[config.mk]
export PLATFORM = sky130hd
export DESIGN_NAME = casc_irq_mux
export DESIGN_NICKNAME = d
export VERILOG_FILES = /design/src/rtl/cmux_pkg.sv /design/src/rtl/cmux_group.sv /design/src/rtl/cmux_regmux.sv /design/src/rtl/casc_irq_mux.sv
export SDC_FILE = /design/constraint.sdc
export NUM_CORES = 1
export LEC_CHECK = 0
export BUFFER_PORTS_ARGS = -buffer_cell sky130_fd_sc_hd__buf_2
export CORE_UTILIZATION = 45
export DETAILED_ROUTE_END_ITERATION = 16
export GPL_TIMING_DRIVEN = 0
export PLACE_DENSITY = 0.86
export SYNTH_ARGS = -nofsm -noshare
export SYNTH_HDL_FRONTEND = slang
export SYNTH_SLANG_ARGS = --single-unit
[constraint.sdc]
create_clock -name clk -period 3.35 [get_ports clk]
set_clock_uncertainty 0.1 [all_clocks]
set_input_delay 1.005 -clock clk [delete_from_list [all_inputs] [get_ports clk]]
set_output_delay 1.005 -clock clk [all_outputs]
set_load 0.01 [all_outputs]
[src/rtl/cmux_pkg.sv]
package cmux_pkg;
  localparam int NGRP = 7;
  localparam int GSIZE    [NGRP] = '{2, 2, 3, 5, 15, 2, 2};
  localparam int GLINE    [NGRP] = '{4, 5, 9, 17, 35, 51, 55};
  localparam int STAT_OFS [NGRP] = '{'h150, 'h154, 'h180, 'h158, 'h15C, 'h160, 'h188};
  localparam int MASK_OFS [NGRP] = '{'h168, 'h16C, 'h17C, 'h170, 'h174, 'h178, 'h184};

  function automatic int src_base(int g);
    int acc;
    acc = 0;
    for (int k = 0; k < g; k++) acc += GSIZE[k];
    return acc;
  endfunction

  localparam int SRC_W = src_base(NGRP);
endpackage

[src/rtl/cmux_group.sv]
module cmux_group #(
  parameter int SIZE   = 2,
  parameter int DATA_W = 32
) (
  input  logic              clk,
  input  logic              rst,
  input  logic [SIZE-1:0]   src_i,
  input  logic              mask_we,
  input  logic [DATA_W-1:0] mask_wdata,
  output logic [DATA_W-1:0] mask_rd,
  output logic              irq_o
);
  logic [SIZE-1:0] mask_q;
  logic            irq_q;
  logic [SIZE-1:0] live;

  assign live = src_i & ~mask_q;

  always_ff @(posedge clk) begin
    if (rst) begin
      mask_q <= '1;
      irq_q  <= 1'b0;
    end else begin
      if (mask_we) mask_q <= mask_wdata[SIZE-1:0];
      irq_q <= |live;
    end
  end

  assign mask_rd = DATA_W'(mask_q);
  assign irq_o   = irq_q;

  generate
    if (SIZE < DATA_W) begin : g_hi
      logic unused_hi;
      assign unused_hi = |mask_wdata[DATA_W-1:SIZE];
    end
  endgenerate


  mask_rst_chk: assert property (@(posedge clk) rst |=> (mask_q == '1 && !irq_q));

  mask_wr_chk: assert property (@(posedge clk) disable iff (rst)
    mask_we |=> mask_q == $past(mask_wdata[SIZE-1:0]));

  mask_hold_chk: assert property (@(posedge clk) disable iff (rst)
    !mask_we |=> $stable(mask_q));

  irq_drop_chk: assert property (@(posedge clk) disable iff (rst)
    ((src_i & ~mask_q) == '0) |=> !irq_o);

  irq_rise_chk: assert property (@(posedge clk) disable iff (rst)
    ((src_i & ~mask_q) != '0) |=> irq_o);
endmodule

[src/rtl/cmux_regmux.sv]
module cmux_regmux #(
  parameter int NG     = 7,
  parameter int ADDR_W = 12,
  parameter int DATA_W = 32
) (
  input  logic                       clk,
  input  logic                       rst,
  input  logic [ADDR_W-1:0]          addr,
  input  logic [NG-1:0][DATA_W-1:0]  stat_v,
  input  logic [NG-1:0][DATA_W-1:0]  mask_v,
  output logic [DATA_W-1:0]          rdata
);
  import cmux_pkg::*;

  logic [DATA_W-1:0] sel;
  logic [2*NG-1:0]   hit;
  logic [DATA_W-1:0] rdata_q;

  always_comb begin
    sel = '0;
    hit = '0;
    for (int g = 0; g < NG; g++) begin
      if (addr == ADDR_W'(STAT_OFS[g])) begin
        sel      = sel | stat_v[g];
        hit[g]   = 1'b1;
      end
      if (addr == ADDR_W'(MASK_OFS[g])) begin
        sel         = sel | mask_v[g];
        hit[NG + g] = 1'b1;
      end
    end
  end

  always_ff @(posedge clk) begin
    if (rst) rdata_q <= '0;
    else     rdata_q <= sel;
  end

  assign rdata = rdata_q;


  unmapped_zero_chk: assert property (@(posedge clk) disable iff (rst)
    (hit == '0) |=> rdata == '0);

  read_stat_chk: assert property (@(posedge clk) disable iff (rst)
    (hit[NG-1:0] != '0) |=> rdata == $past(sel));
endmodule

[src/rtl/casc_irq_mux.sv]
module casc_irq_mux #(
  parameter int ADDR_W = 12,
  parameter int DATA_W = 32,
  parameter int PRI_W  = 64
) (
  input  logic                       clk,
  input  logic                       rst,
  input  logic                       bus_we,
  input  logic [ADDR_W-1:0]          bus_addr,
  input  logic [DATA_W-1:0]          bus_wdata,
  output logic [DATA_W-1:0]          bus_rdata,
  input  logic [cmux_pkg::SRC_W-1:0] src_i,
  output logic [PRI_W-1:0]           pri_irq_o
);
  import cmux_pkg::*;

  logic [NGRP-1:0]             grp_irq;
  logic [NGRP-1:0]             mask_we;
  logic [NGRP-1:0][DATA_W-1:0] stat_v;
  logic [NGRP-1:0][DATA_W-1:0] mask_v;

  for (genvar g = 0; g < NGRP; g++) begin : g_grp
    localparam int SZ   = GSIZE[g];
    localparam int BASE = src_base(g);

    assign mask_we[g] = bus_we && (bus_addr == ADDR_W'(MASK_OFS[g]));
    assign stat_v[g]  = DATA_W'(src_i[BASE +: SZ]);

    cmux_group #(.SIZE(SZ), .DATA_W(DATA_W)) u_grp (
      .clk        (clk),
      .rst        (rst),
      .src_i      (src_i[BASE +: SZ]),
      .mask_we    (mask_we[g]),
      .mask_wdata (bus_wdata),
      .mask_rd    (mask_v[g]),
      .irq_o      (grp_irq[g])
    );
  end

  cmux_regmux #(.NG(NGRP), .ADDR_W(ADDR_W), .DATA_W(DATA_W)) u_mux (
    .clk    (clk),
    .rst    (rst),
    .addr   (bus_addr),
    .stat_v (stat_v),
    .mask_v (mask_v),
    .rdata  (bus_rdata)
  );

  always_comb begin
    pri_irq_o = '0;
    for (int g = 0; g < NGRP; g++) pri_irq_o[GLINE[g]] = grp_irq[g];
  end


  spare_lines_chk: assert property (@(posedge clk)
    $countones(pri_irq_o) <= NGRP);
endmodule

======== Yosys cells after proc, flatten, opt, wreduce, memory -nomap -nowiden ========
Index checks and enable logic that the tools add are counted.
storage, ports and cells
  bits in registers ....................... 70
  input bits .............................. 78
  logic and storage cells ................. 84
operators by class
  equality and inequality tests ........... 14
  multiplexer cells ....................... 14
  bitwise logic cells ..................... 27
  reductions and logical operators ........ 14
operators with widths
  cell                   number
  $mux W32               13
  $or A32 B2 Y32         7
  $eq A12 B9 Y1 const B  14
  $or A32 B15 Y32        2
  $or A32 B3 Y32         2
  $or A32 B5 Y32         2
  $and A15 B15 Y15       1
  $not A15 Y15           1
  $reduce_or A15 Y1      1
  $and A2 B2 Y2          4
  $not A2 Y2             4
  $reduce_or A2 Y1       4
  $logic_and A1 B1 Y1    7
  $and A5 B5 Y5          1
  $not A5 Y5             1
  $reduce_or A5 Y1       1
  $and A3 B3 Y3          1
  $not A3 Y3             1
  $reduce_or A3 Y1       1
  $mux W2                1

======== Depth between registers and ports, before layout ========
Gate-level depths: netlist of the first run.
  depth after elaboration ................. 28
  depth in mapped cells ................... 8

======== Modules after synthesis ========
A second synthesis of the first run with hierarchy kept.
unflattened totals
  cells, all modules ...................... 967
  area, all modules ....................... 8057.7 µm²
modules (own cells, without submodules)
  module                            times used  cells an instance  area an instance (µm²)  sequential area each (µm²)
  cmux_regmux                       1           541                4565.6                  640.6
  cmux_group at g_grp[0].u_grp ...  4           41                 336.6                   60.1
  cmux_group at g_grp[4].u_grp      1           92                 792.0                   320.3
  casc_irq_mux                      1           73                 545.5                   0.0
  cmux_group at g_grp[3].u_grp      1           53                 436.7                   120.1
  cmux_group at g_grp[2].u_grp      1           44                 371.6                   80.1

======== Worst setup path before layout of the first run ========
No wires, ideal clock.
  path kind ............................... input -> register
  start point ............................. input bus_addr[2]
  end point ............................... register g_grp[4].u_grp.mask_q[14]
  setup time .............................. 120 ps
  arrival ................................. 2279 ps
  data required time ...................... 3130 ps
  setup slack ............................. 851 ps
  cell stages on the path ................. 8
  path buffers ............................ 3
  cell sequence ........................... clkbuf_2 nor4b_4 and4_1 buf_4 and2_1 buf_6 nor2_1 a211o_1
on the way
  longest elaborated chain between the ends .. 2
ends and longest elaborated chain
  item                  line                RTL
  from (decl)           casc_irq_mux.sv:9   input logic [ADDR_W-1:0] bus_addr,
  $eq A12 B9 Y1         casc_irq_mux.sv:26  assign mask_we[g] = bus_we && (bus_addr == ADDR_W'(MASK_OFS[g]));
  $logic_and A1 B1 Y1   casc_irq_mux.sv:26
  to (signal assigned)  cmux_group.sv:24    if (mask_we) mask_q <= mask_wdata[SIZE-1:0];
  to (decl)             cmux_group.sv:13    logic [SIZE-1:0] mask_q;
No other way between the ends.
A chain may end at the register's enable or synchronous reset.

======== Final worst setup path of the first run ========
  start point ............................. input bus_addr[9]
  end point ............................... register g_grp[2].u_grp.mask_q[2]
on the way
  longest elaborated chain between the ends .. 2
ends and longest elaborated chain
  item                  line
  $eq A12 B9 Y1         casc_irq_mux.sv:26
  $logic_and A1 B1 Y1   casc_irq_mux.sv:26
  to (signal assigned)  cmux_group.sv:24
  to (decl)             cmux_group.sv:13
No other way between the ends.

==> run summary, run 1 <==
The flow ran to the end, and the final reports show no timing, DRC or antenna violations. In the final layout, the share of cells above drive strength 1 is 33.9%. Overall power consumption after layout is estimated at 1280 uW.

The core region is 0.00679 sq mm. Proportion of synthesized flip-flops having asynchronous set or reset: 0%. Compared with the post-synthesis result, the final layout area differs by 28.2%.

For this run, design rule violations remaining after detail routing come to 0. Before antenna repair, the detailed router went through 5 iterations. The tools report the maximum number of pins on one net before global-route repair as 17.

The count of warnings emitted by yosys is 0. The clock reaches the later pin of the worst-skew pair after 0.31 ns. Setup repair after global routing left no endpoint under its margin.

Worst min-delay path endpoint: g_grp[4].u_grp.mask_q[5]$_SDFFE_PP1P_. The run gives 0.907 as the global placer's final weighted congestion. After synthesis, the cell types taking the most area are sky130_fd_sc_hd__dfxtp_1 34%, sky130_fd_sc_hd__buf_4 19%, sky130_fd_sc_hd__a211o_1 4.7%. The maximum fanout along the worst path works out to 7.

The clock slew seen by the registers of the worst setup and hold paths is 0.10 ns. The tools report the critical hold path startpoint as g_grp[4].u_grp.mask_q[5]$_SDFFE_PP1P_. The number of antenna violations at the first check in global routing is 0, and the power per standard cell area is 315 mW/mm^2.

The detail route stage leaves a number of antenna-violating nets equal to 0. The top cell type by area accounts for 33.6% of the synthesized area. The starting DRC count in detailed routing is 250. Data required time at the worst endpoint: 3.46 ns. For the tightest slew margin relative to the limit, the log shows 51.7%. The number of hold violations in the final report came out at 0.

Counting flops with a built-in enable in the synthesized netlist gives 0. For the I/O pin count, the log shows 174. Timing would allow up to 402 MHz. CTS saw 53 sinks. TritonCTS built the clock tree.

The average detailed-routed wire length per instance is 12.3 microns. Counting the fill cells in the layout gives 646. The number of gates resized after cts was 0; the synthesized area divided by synthesized cell count was 8.27 sq um. The clock root buffer was sky130_fd_sc_hd__clkbuf_8. The logs give 2955 for the total number of vias and 0.00218 uW for the leakage power figure. Worst-case register-to-register setup slack: 1.83 ns. Once the floorplan was initialized, standard cells occupied 46.5% of the core.

Count of final max-slew check failures: 0. For the final wirelength, the log shows 7820 microns. Data on the critical path arrives at its endpoint at 2.60 ns. The most used flip-flop cell after synthesis is sky130_fd_sc_hd__dfxtp_1. The path type of the worst setup path is in -> reg.

The floorplan has 30 rows. After technology mapping, the gate count stands at 382. The reg-to-reg critical path endpoint was u_mux.rdata[0]$_SDFF_PP0_. The logs give 0.00736 sq mm for the total die area and 2642 for the number of global-route vias before repair. The die is 85.8 microns wide. The half-perimeter wire length after detailed placement was 6430 microns; the hold-fix buffer count after cts was 0. The run gives 21.0% as the overall fraction of global-route tracks in use. Summed over all instances, the cell type with the most area after synthesis is sky130_fd_sc_hd__dfxtp_1.

The hold-critical path depth is 2, and the final period demand of the worst path is 2.49 ns. The slew of the pin with the lowest slew margin is 0.714 ns, and the worst voltage drop across the vdd grid is 0.000297 V. In the finished design, the share of the clock period the worst path needs comes to 74.3%.

The beginning of the worst register-to-register path is g_grp[1].u_grp.mask_q[0]$_SDFFE_PP1P_. The count of buffers added on input and output ports is 77. The post-route setup TNS was 0 ns; the number of antenna diodes was 0. Sequential elements use 33.6% of the synthesized area.

The run gives 46 as the number of distinct library cells after synthesis. After global routing the overflow that remains totals 0. The tools report the endpoint kind of the worst setup timing path as a flip-flop.

The net count of the finished layout is 617. Yosys instantiated no cell more often than sky130_fd_sc_hd__buf_4. Worst reg-to-reg path cell count: 5. The via density per instance was 4.65. The area of the mapped netlist was 0.00316 sq mm; the max-capacitance violation count was 0.

The post-CTS setup repair buffer count was 0. The clock tree synthesis step divided the H-tree into 2 levels. After synthesis the netlist holds a flip-flop and latch count of 53. By count the netlist is led by 82 x sky130_fd_sc_hd__buf_4, 53 x sky130_fd_sc_hd__dfxtp_1, 32 x sky130_fd_sc_hd__nor2_1. Worst min-delay path category: reg -> reg.

Total setup violations reported at the end of the flow: 0. The maximum count of clock buffers along a single path came out at 2. The first global-routing pass estimated 12100 microns of wire. Height of the die: 85.8 microns. The element type at the critical path start was a primary input.

For the number of CTS-inserted buffers, the log shows 5.
==> critical path, stage by stage <==
cell	delay [ns]
sky130_fd_sc_hd__buf_2	0.12
sky130_fd_sc_hd__nor4b_4	0.42
sky130_fd_sc_hd__and3_1	0.23
sky130_fd_sc_hd__buf_2	0.19
sky130_fd_sc_hd__and3_1	0.17
sky130_fd_sc_hd__buf_2	0.16
sky130_fd_sc_hd__nor2b_1	0.06
sky130_fd_sc_hd__a211o_1	0.25
==> where the power goes <==
part | total [uW] | switching, uW | leakage (uW) | internal (uW)
logic | 211 | 111 | 0.00170 | 100
registers | 630 | 0.0831 | 0.000428 | 630
clock network | 435 | 211 | 0.0000554 | 225
==> layout make-up <==
type	instances	area, sq um	share of cell area, %
Timing Repair Buffer	77	385	9.51
Clock inverter	2	38.8	0.957
Sequential cell	53	1060	26.2
Clock buffer	6	72.6	1.79
Buffer	100	701	17.3
Tap cell	96	120	2.96
Multi-Input combinational cell	273	1560	38.6
Inverter	29	109	2.69
==> flip-flops by register name, summed over array words and instances (netlist names) <==
register	flops
u_mux.rdata	15
g_grp.u_grp.mask_q	31
g_grp.u_grp.irq_o	7
==> stage by stage <==
| step | area [sq um] | setup slack (ns) | hold slack (ns) | cells | util [%] |
|---|---|---|---|---|---|
| floorplan | 3430 | 0.851 | 0.344 | 455 | - |
| global placement | 3940 | 0.556 | 0.366 | 628 | 58.0 |
| detailed placement | 3940 | 0.550 | 0.383 | 628 | 58.0 |
| CTS | 4050 | 0.869 | 0.397 | 636 | 59.6 |
| global route | 4050 | 0.775 | 0.414 | 636 | 59.6 |
| finish | 4050 | 0.860 | 0.395 | 636 | 59.6 |
==> worst max path at each step <==
stage                            from  cells after the start  slack, ns                                     end
after floorplan           bus_addr[2]                      8       0.85  g_grp[4].u_grp.mask_q[14]$_SDFFE_PP1P_
after global placement    bus_addr[9]                      5       0.56   g_grp[6].u_grp.mask_q[0]$_SDFFE_PP1P_
after detailed placement  bus_addr[9]                      5       0.55   g_grp[6].u_grp.mask_q[0]$_SDFFE_PP1P_
after CTS                 bus_addr[9]                      5       0.87   g_grp[6].u_grp.mask_q[0]$_SDFFE_PP1P_
after global routing      bus_addr[9]                      8       0.78   g_grp[2].u_grp.mask_q[2]$_SDFFE_PP1P_
final                     bus_addr[9]                      8       0.86   g_grp[2].u_grp.mask_q[2]$_SDFFE_PP1P_
==> kinds of logic (layout without fill, tap and decap cells) <==
family	Yosys count	after routing	synth area share, %
AO/OA/AOI/OAI	69	69	15.9
buffers and inverters	129	214	25.6
flip-flops	53	53	33.6
multiplexers	11	11	3.52
other	1	74	0.119
AND/OR/NAND/NOR	119	119	21.3
==> metal layers <==
layer	vias up	share of wire, %	routed length, microns	track usage (%)
met4	0	2.3	180	8.64
met1	1311	41	3190	24.7
met2	157	50	3880	37.3
met5	-	0	0	0
met3	20	7.3	573	4.04
li1	1467	-	-	-
==> placed cells by master, fill, tap and decap left out, drive strengths merged, types with 5 or more instances in the layout <==
| cell type | count |
|---|---|
| buf | 168 |
| conb | 74 |
| dfxtp | 53 |
| nor2 | 32 |
| inv | 29 |
| nand2 | 27 |
| a211o | 17 |
| clkbuf | 15 |
| a22oi | 14 |
| nand3b | 11 |
| nand3 | 11 |
| mux2i | 10 |
| nand2b | 10 |
| a21oi | 8 |
| o21ai | 7 |
| o22ai | 7 |
| and3 | 5 |
| a31oi | 5 |
Power figures use the tool's default switching activity.
==> run 2: changes to the inputs <==
- CORE_UTILIZATION: 45 -> 41
- PLACE_DENSITY: 0.86 -> 0.83
- clock period: 3.35 -> 2.1 ns (I/O delays scaled with it)
==> run 2 against run 1 <==
Total power is 54% higher. Final area grew 0.80%. Utilization fell by 4.2 points. Die area increased by 9.5%. Routed wire length increased by 4.2%. Via count is 0.54% higher. Register-to-register slack lost 1.3 ns. Clock power is 40% higher. Critical endpoint unchanged. Largest cell class unchanged. Highest routed layer unchanged.
==> run summary, run 2 (synthesis results as in run 1) <==
TritonCTS built the clock tree. The average detailed-routed wire length per instance was 12.7 microns. The repair_antennas step left the layout with diodes totalling 0. The I/O pin count is 174, and the fraction of final layout cells with drive strength greater than 1 is 34.8%.

Across the run, the number of max-cap violations was 0. The residual DRC count came out at 0. Across all hold checks on the routed design, the worst slack comes to 0.390 ns. Headroom to the max-slew limit came out at 54.2%. The beginning of the worst register-to-register path is g_grp[1].u_grp.mask_q[0]$_SDFFE_PP1P_. For the first-pass iteration count of the detailed router, the log shows 5.

Entering global routing, the biggest net connects 19 pins. Placed standard-cell area: 0.00396 sq mm. The floorplan step set the die height to 89.8 microns.

Die width: 89.8 microns. In the layout the commonest cells are 86 x sky130_fd_sc_hd__buf_4, 82 x sky130_fd_sc_hd__buf_2, 74 x sky130_fd_sc_hd__conb_1. The tools report the starting DRC count in detailed routing as 266. In this run the clock root is driven by a sky130_fd_sc_hd__clkbuf_8.

The flow ran to the end, and the final reports show no timing, DRC or antenna violations. The area inside the core boundary was 0.00737 sq mm. The clock reaches the later pin of the worst-skew pair after 0.32 ns. The number of antenna violations at the first check in global routing was 0. Counting buffers and inverters, the worst setup path is 8 cells deep. The tightest min-delay check is of the reg -> reg type. The final period utilization was 98.1%; the count of final max-slew check failures was 0. Data on the critical path is required at its endpoint by 2.21 ns.

The hold-critical path depth is 1. The register with the most flip-flops in the layout has 31 of them. For the finished layout, the period the worst path requires is 2.06 ns. The kind of cell adding the most delay to the critical path is simple AND/OR/NAND/NOR gates.

The count of nets left with antenna violations once routing finished came out at 0. Number of global-route vias before repair: 2722. Once layout is done, the placed cells without fillers occupy 0.00408 sq mm. The worst hold path begins at g_grp[6].u_grp.mask_q[0]$_SDFFE_PP1P_.

The run gives 12800 microns as the first-pass GRT wire length. More flip-flops sit in one register than any other, and that register is g_grp.u_grp.mask_q. Along the worst path, the maximum fanout reaches 7. For this run, the slowest stage of the critical path takes 0.40 ns.

The hold-fix buffer count after cts is 0, and the worst voltage drop across the vdd grid is 0.000213 V. For this design, the slowest cell found on the critical path is sky130_fd_sc_hd__nor4b_4. The final layout contains routed wiring with a total length of 8160 microns. The launch point of the critical path is bus_addr[10].

The effective utilization at floorplan was 42.9%; the number of buffers inserted by port buffering was 77. Static timing analysis puts the maximum clock frequency at 485 MHz. The run gives 0 as the number of hold violations in the final report. The floorplan has 31 rows.

The signal on the critical path passes through buf_2 > nor4b_4 > and3_1 > clkbuf_4 > and3_1 > buf_2 > nor2b_1 > a211o_1. The power per standard cell area is 480 mW/mm^2, and the aggregate global routing overflow is 0. The endpoint kind of the worst setup timing path is a flip-flop. The run gives 6430 microns as the half-perimeter wire length after detailed placement. The tools report the number of sinks handled by clock tree synthesis as 53. The logs give 55.4% for the final core area utilization and 5 for the number of CTS-inserted buffers. The slew of the pin with the lowest slew margin works out to 0.677 ns. The congestion estimate from routability-driven global placement came to 0.907. The logs give 2.17 ns for the data arrival time of the critical path and 2 for the maximum count of clock buffers along a single path. The worst min-delay path endpoint is g_grp[6].u_grp.mask_q[0]$_SDFFE_PP1P_. The area added between synthesis and finish is 29.2%, and the total setup violations reported at the end of the flow is 0. For this run, the post-layout net count is 620. The H-tree depth is 2. The via density per instance works out to 4.63. The worst setup path is launched from a primary input. After clock tree synthesis, the clock-pin slew on the worst setup and hold paths is 0.10 ns. The worst register-to-register path has a setup slack of 0.57 ns.

The total number of vias was 2971. The total die area was 0.00806 sq mm. The leakage power figure is 0.00220 uW. In this run the critical register-to-register path is captured at u_mux.rdata[0]$_SDFF_PP0_. Path type of the worst setup path: in -> reg. Leading cell type in the layout, fill and taps excluded: sky130_fd_sc_hd__buf_4. The overall power consumption is 1960 uW, and the buffer and inverter count on the worst path is 3.

The worst register-to-register path has a depth of 5. The overall fraction of global-route tracks in use came out at 19.7%.
## run 2: layout make-up
type / instances / area (sq um)
clock buffers: 5 / 68.8
flip-flops and latches: 53 / 1060
well taps: 99 / 124
fillers: 696 / 3290
repair buffers: 80 / 408
clock inverters: 3 / 26.3
multi-input cells: 273 / 1570
plain buffers: 100 / 716
inverters: 29 / 109
## run 2: metal layers
metal / track usage, % / part of all wire (%)
met5: 0 / 0
met1: 23.5 / 40
met3: 4.40 / 8.3
met2: 34.7 / 49
met4: 6.83 / 1.8
## run 2: metrics by stage
stage | setup TNS [ns] | setup WS, ns | cells
after CTS | 0 | 0.0292 | 639
after global placement | -7.53 | -0.298 | 631
after floorplan | 0 | 0.000656 | 455
final | 0 | 0.0399 | 642
after detailed placement | -7.95 | -0.301 | 631
after global routing | -0.0206 | -0.0206 | 642
## run 2: worst reg2reg max path: stages (launching register included)
cell,delay [ns]
sky130_fd_sc_hd__dfxtp_1,0.41
sky130_fd_sc_hd__mux2i_1,0.10
sky130_fd_sc_hd__a21oi_1,0.19
sky130_fd_sc_hd__a21oi_1,0.08
sky130_fd_sc_hd__or4_1,0.41
sky130_fd_sc_hd__a31oi_1,0.17
## run 2: worst max path at each step
stage | endpoint | slack [ns]
global route | g_grp[2].u_grp.mask_q[2]$_SDFFE_PP1P_ | -0.02
floorplan | g_grp[6].u_grp.mask_q[0]$_SDFFE_PP1P_ | 0.0007
finish | g_grp[2].u_grp.mask_q[2]$_SDFFE_PP1P_ | 0.04
global placement | g_grp[4].u_grp.mask_q[14]$_SDFFE_PP1P_ | -0.30
CTS | g_grp[4].u_grp.mask_q[14]$_SDFFE_PP1P_ | 0.03
detailed placement | g_grp[4].u_grp.mask_q[14]$_SDFFE_PP1P_ | -0.30
## run 2: repair_timing
action                                  in CTS  in global routing
setup buffers                                0                  3
gates resized for setup                      0                  2
endpoints found under the setup margin       0                  6
endpoints found under the hold margin        0                  0
## run 2: report_power, final
| group | switching, uW | internal [uW] | leakage (uW) |
|---|---|---|---|
| clock network | 367 | 243 | 0.0000423 |
| logic | 181 | 164 | 0.00173 |
| registers | 0.131 | 1000 | 0.000428 |
==> run 3: changes to the inputs <==
- CORE_MARGIN: default -> 2
==> run 3 against run 2 <==
Register-to-register slack about the same. Setup slack better by 0.026 ns. Fmax increased by 1.3%. First-iteration DRC count fell by 8.6%. Critical path depth is the same. Utilization shrank 1.3 points. Highest routed layer unchanged. Die area rose by 4.5%. Worst hold slack improved by 0.0081 ns. Largest cell class unchanged. Flip-flop and latch count stayed put. Routed wire length is 0.63% lower. Cell count is 0.62% higher. Total power is 4.4% higher.
==> run summary, run 3 (synthesis results as in run 1) <==
The number of buffers inserted by port buffering was 77; the height of the die was 91.8 microns. The number of hold violations in the final report was 0; the via density per instance was 4.64. STA classifies the critical path startpoint as a primary input. Summed over all layers, the global routing overflow is 0.

The effective utilization at floorplan came out at 41.5%. Along the worst path, the maximum fanout reaches 10. The remaining antenna violation count after routing came out at 0. Half-perimeter wire length after detailed placement: 6510 microns. In the layout the commonest cells are 87 x sky130_fd_sc_hd__buf_4, 81 x sky130_fd_sc_hd__buf_2, 74 x sky130_fd_sc_hd__conb_1. For the area inside the core boundary, the log shows 0.00761 sq mm. The tools report the tightest slew margin relative to the limit as 48.6%. The number of antenna diodes was 0.

Timing would allow up to 492 MHz. The logs give 0 for the total setup violations reported at the end of the flow and 0.31 ns for the clock insertion delay at the later pin of the skew report. Across all setup checks in the final design, the least slack found is 0.0661 ns. Power per standard cell area: 496 mW/mm^2.

Clock tree synthesis selected as its root buffer the cell sky130_fd_sc_hd__clkbuf_8. The met1 track utilization from global routing was 20.7%. The maximum count of clock buffers along a single path is 2.

Leaving out fill and tap cells, the most frequent cell in the layout is sky130_fd_sc_hd__buf_4. The critical path goes through buf_2 > nor4b_4 > and4_1 > buf_6 > and2_4 > buf_6 > nor2_1 > a211o_1. The final layout contains routed wiring with a total length of 8110 microns. Max-cap violations in this run came to 0.

The congestion estimate from routability-driven global placement came to 0.946. The first global-routing pass estimated 12500 microns of wire. The register with the most flip-flops in the layout has 31 of them. The worst setup path is of the in -> reg kind. The leakage power figure is 0.00222 uW. Relative to the synthesized area, the layout overhead comes to 30.4%. Clock tree synthesis inserted a total of 5 buffers.

The tools report the count of final max-slew check failures as 0. For the pin with the worst max-slew slack, the measured transition is 0.760 ns. For the hold-fix buffer count after cts, the log shows 0. At the worst endpoint, the required time is 2.20 ns. The worst-case IR drop observed on VDD is 0.000414 V. Global routing consumed, on the met3 layer, 4.03% of the routing resources.

More flip-flops sit in one register than any other, and that register is g_grp.u_grp.mask_q. The pre-CTS setup slack came out at -0.294 ns. TritonCTS built the clock tree. The worst path needs 2.03 ns of the cycle, external delays included.

The met2 demand-to-capacity share in global routing was 33.7%. The busiest layer in global routing is met2. The slowest stage of the critical path belongs to the cell sky130_fd_sc_hd__nor4b_4. After detailed routing, the average wire length per cell comes to 12.5 microns. After detailed routing, the number of remaining DRC violations is 0. In the final layout, the share of cells above drive strength 1 is 34.9%.

Hold timing on the final database bottoms out at a slack of 0.398 ns. Setup repair after global routing could not meet its margin everywhere. The kind of cell adding the most delay to the critical path was simple AND/OR/NAND/NOR gates.

The total number of vias is 3000, and the post-layout net count is 621. The die covers 0.00843 sq mm. The final period utilization was 96.9%; the first-pass iteration count of the detailed router was 7.

The worst min-delay path category was reg -> reg. Counting every sink on the clock net gives 53. The endpoint kind of the worst setup timing path is a flip-flop. On the worst path, the slowest cell contributes a delay of 0.38 ns. The flow ran to the end, and the final reports show no timing, DRC or antenna violations. The data arrival time of the critical path was 2.14 ns. The floorplan has 32 rows. Pin placement for this block handled 174 I/O pins. The number of global-route vias before repair was 2751; the clock slew seen by the registers of the worst setup and hold paths was 0.09 ns.

The most numerous cell on the critical path is sky130_fd_sc_hd__buf_6. For the maximum number of pins on one net before global-route repair, the log shows 18. For this block, the initial DRC count from the detailed router was 243. The die width is 91.8 microns, and the overall fraction of global-route tracks in use is 18.3%. The critical path contains buffers and inverters numbering 3 combined. In this run the number of H-tree levels came out at 2. The number of antenna violations at the first check in global routing came out at 0.
==> run 3: power by group <==
part	leakage [uW]	switching [uW]	internal (uW)	total, uW
Sequential	0.000428	0.138	1000	1000
Clock	0.0000585	342	357	699
Combinational	0.00173	177	164	341
==> run 3: stage by stage <==
step | setup TNS [ns] | utilization [%] | area (sq um) | power [uW] | cells
global route | -0.150 | 54.2 | 4120 | 2120 | 646
global placement | -7.82 | 52.1 | 3970 | 1360 | 634
finish | 0 | 54.2 | 4120 | 2050 | 646
floorplan | 0 | - | 3450 | 1260 | 455
detailed placement | -7.79 | 52.1 | 3970 | 1360 | 634
CTS | 0 | 53.6 | 4080 | 2050 | 642
==> run 3: metal layers <==
| layer | routed length [microns] | vias up |
|---|---|---|
| li1 | - | 1470 |
| met1 | 3080 | 1340 |
| met2 | 4060 | 166 |
| met3 | 762 | 24 |
| met4 | 205 | 0 |
| met5 | 0 | - |
==> run 3: final timing paths <==
path	cells after the start	slack, ns	start	endpoint
worst max-delay path	8	0.07	bus_addr[0]	g_grp[4].u_grp.mask_q[14]$_SDFFE_PP1P_
worst min register to register	2	0.40	g_grp[4].u_grp.mask_q[13]$_SDFFE_PP1P_	g_grp[4].u_grp.mask_q[13]$_SDFFE_PP1P_
worst min-delay path	2	0.40	g_grp[4].u_grp.mask_q[13]$_SDFFE_PP1P_	g_grp[4].u_grp.mask_q[13]$_SDFFE_PP1P_
worst max register to register	5	0.58	g_grp[1].u_grp.mask_q[0]$_SDFFE_PP1P_	u_mux.rdata[0]$_SDFF_PP0_
==> run 3: layout make-up <==
type / count / area, sq um
tap: 102 / 128
sequential: 53 / 1060
timing repair buffer: 81 / 415
clock inverter: 3 / 43.8
inverter: 29 / 109
multi-input combinational: 273 / 1570
clock buffer: 5 / 68.8
fill: 723 / 3490
buffer: 100 / 721
==> run 3: repair_timing <==
item,4_1_cts,5_1_grt
resized for setup,0,5
setup buffers,0,4
setup endpoints to repair,0,12
==> run 3: worst reg2reg max path: stages (launching register included) <==
cell                      delay, ns
sky130_fd_sc_hd__dfxtp_1       0.41
sky130_fd_sc_hd__mux2i_1       0.10
sky130_fd_sc_hd__a21oi_1       0.16
sky130_fd_sc_hd__a21oi_1       0.08
sky130_fd_sc_hd__or4_1         0.40
sky130_fd_sc_hd__a31oi_1       0.18
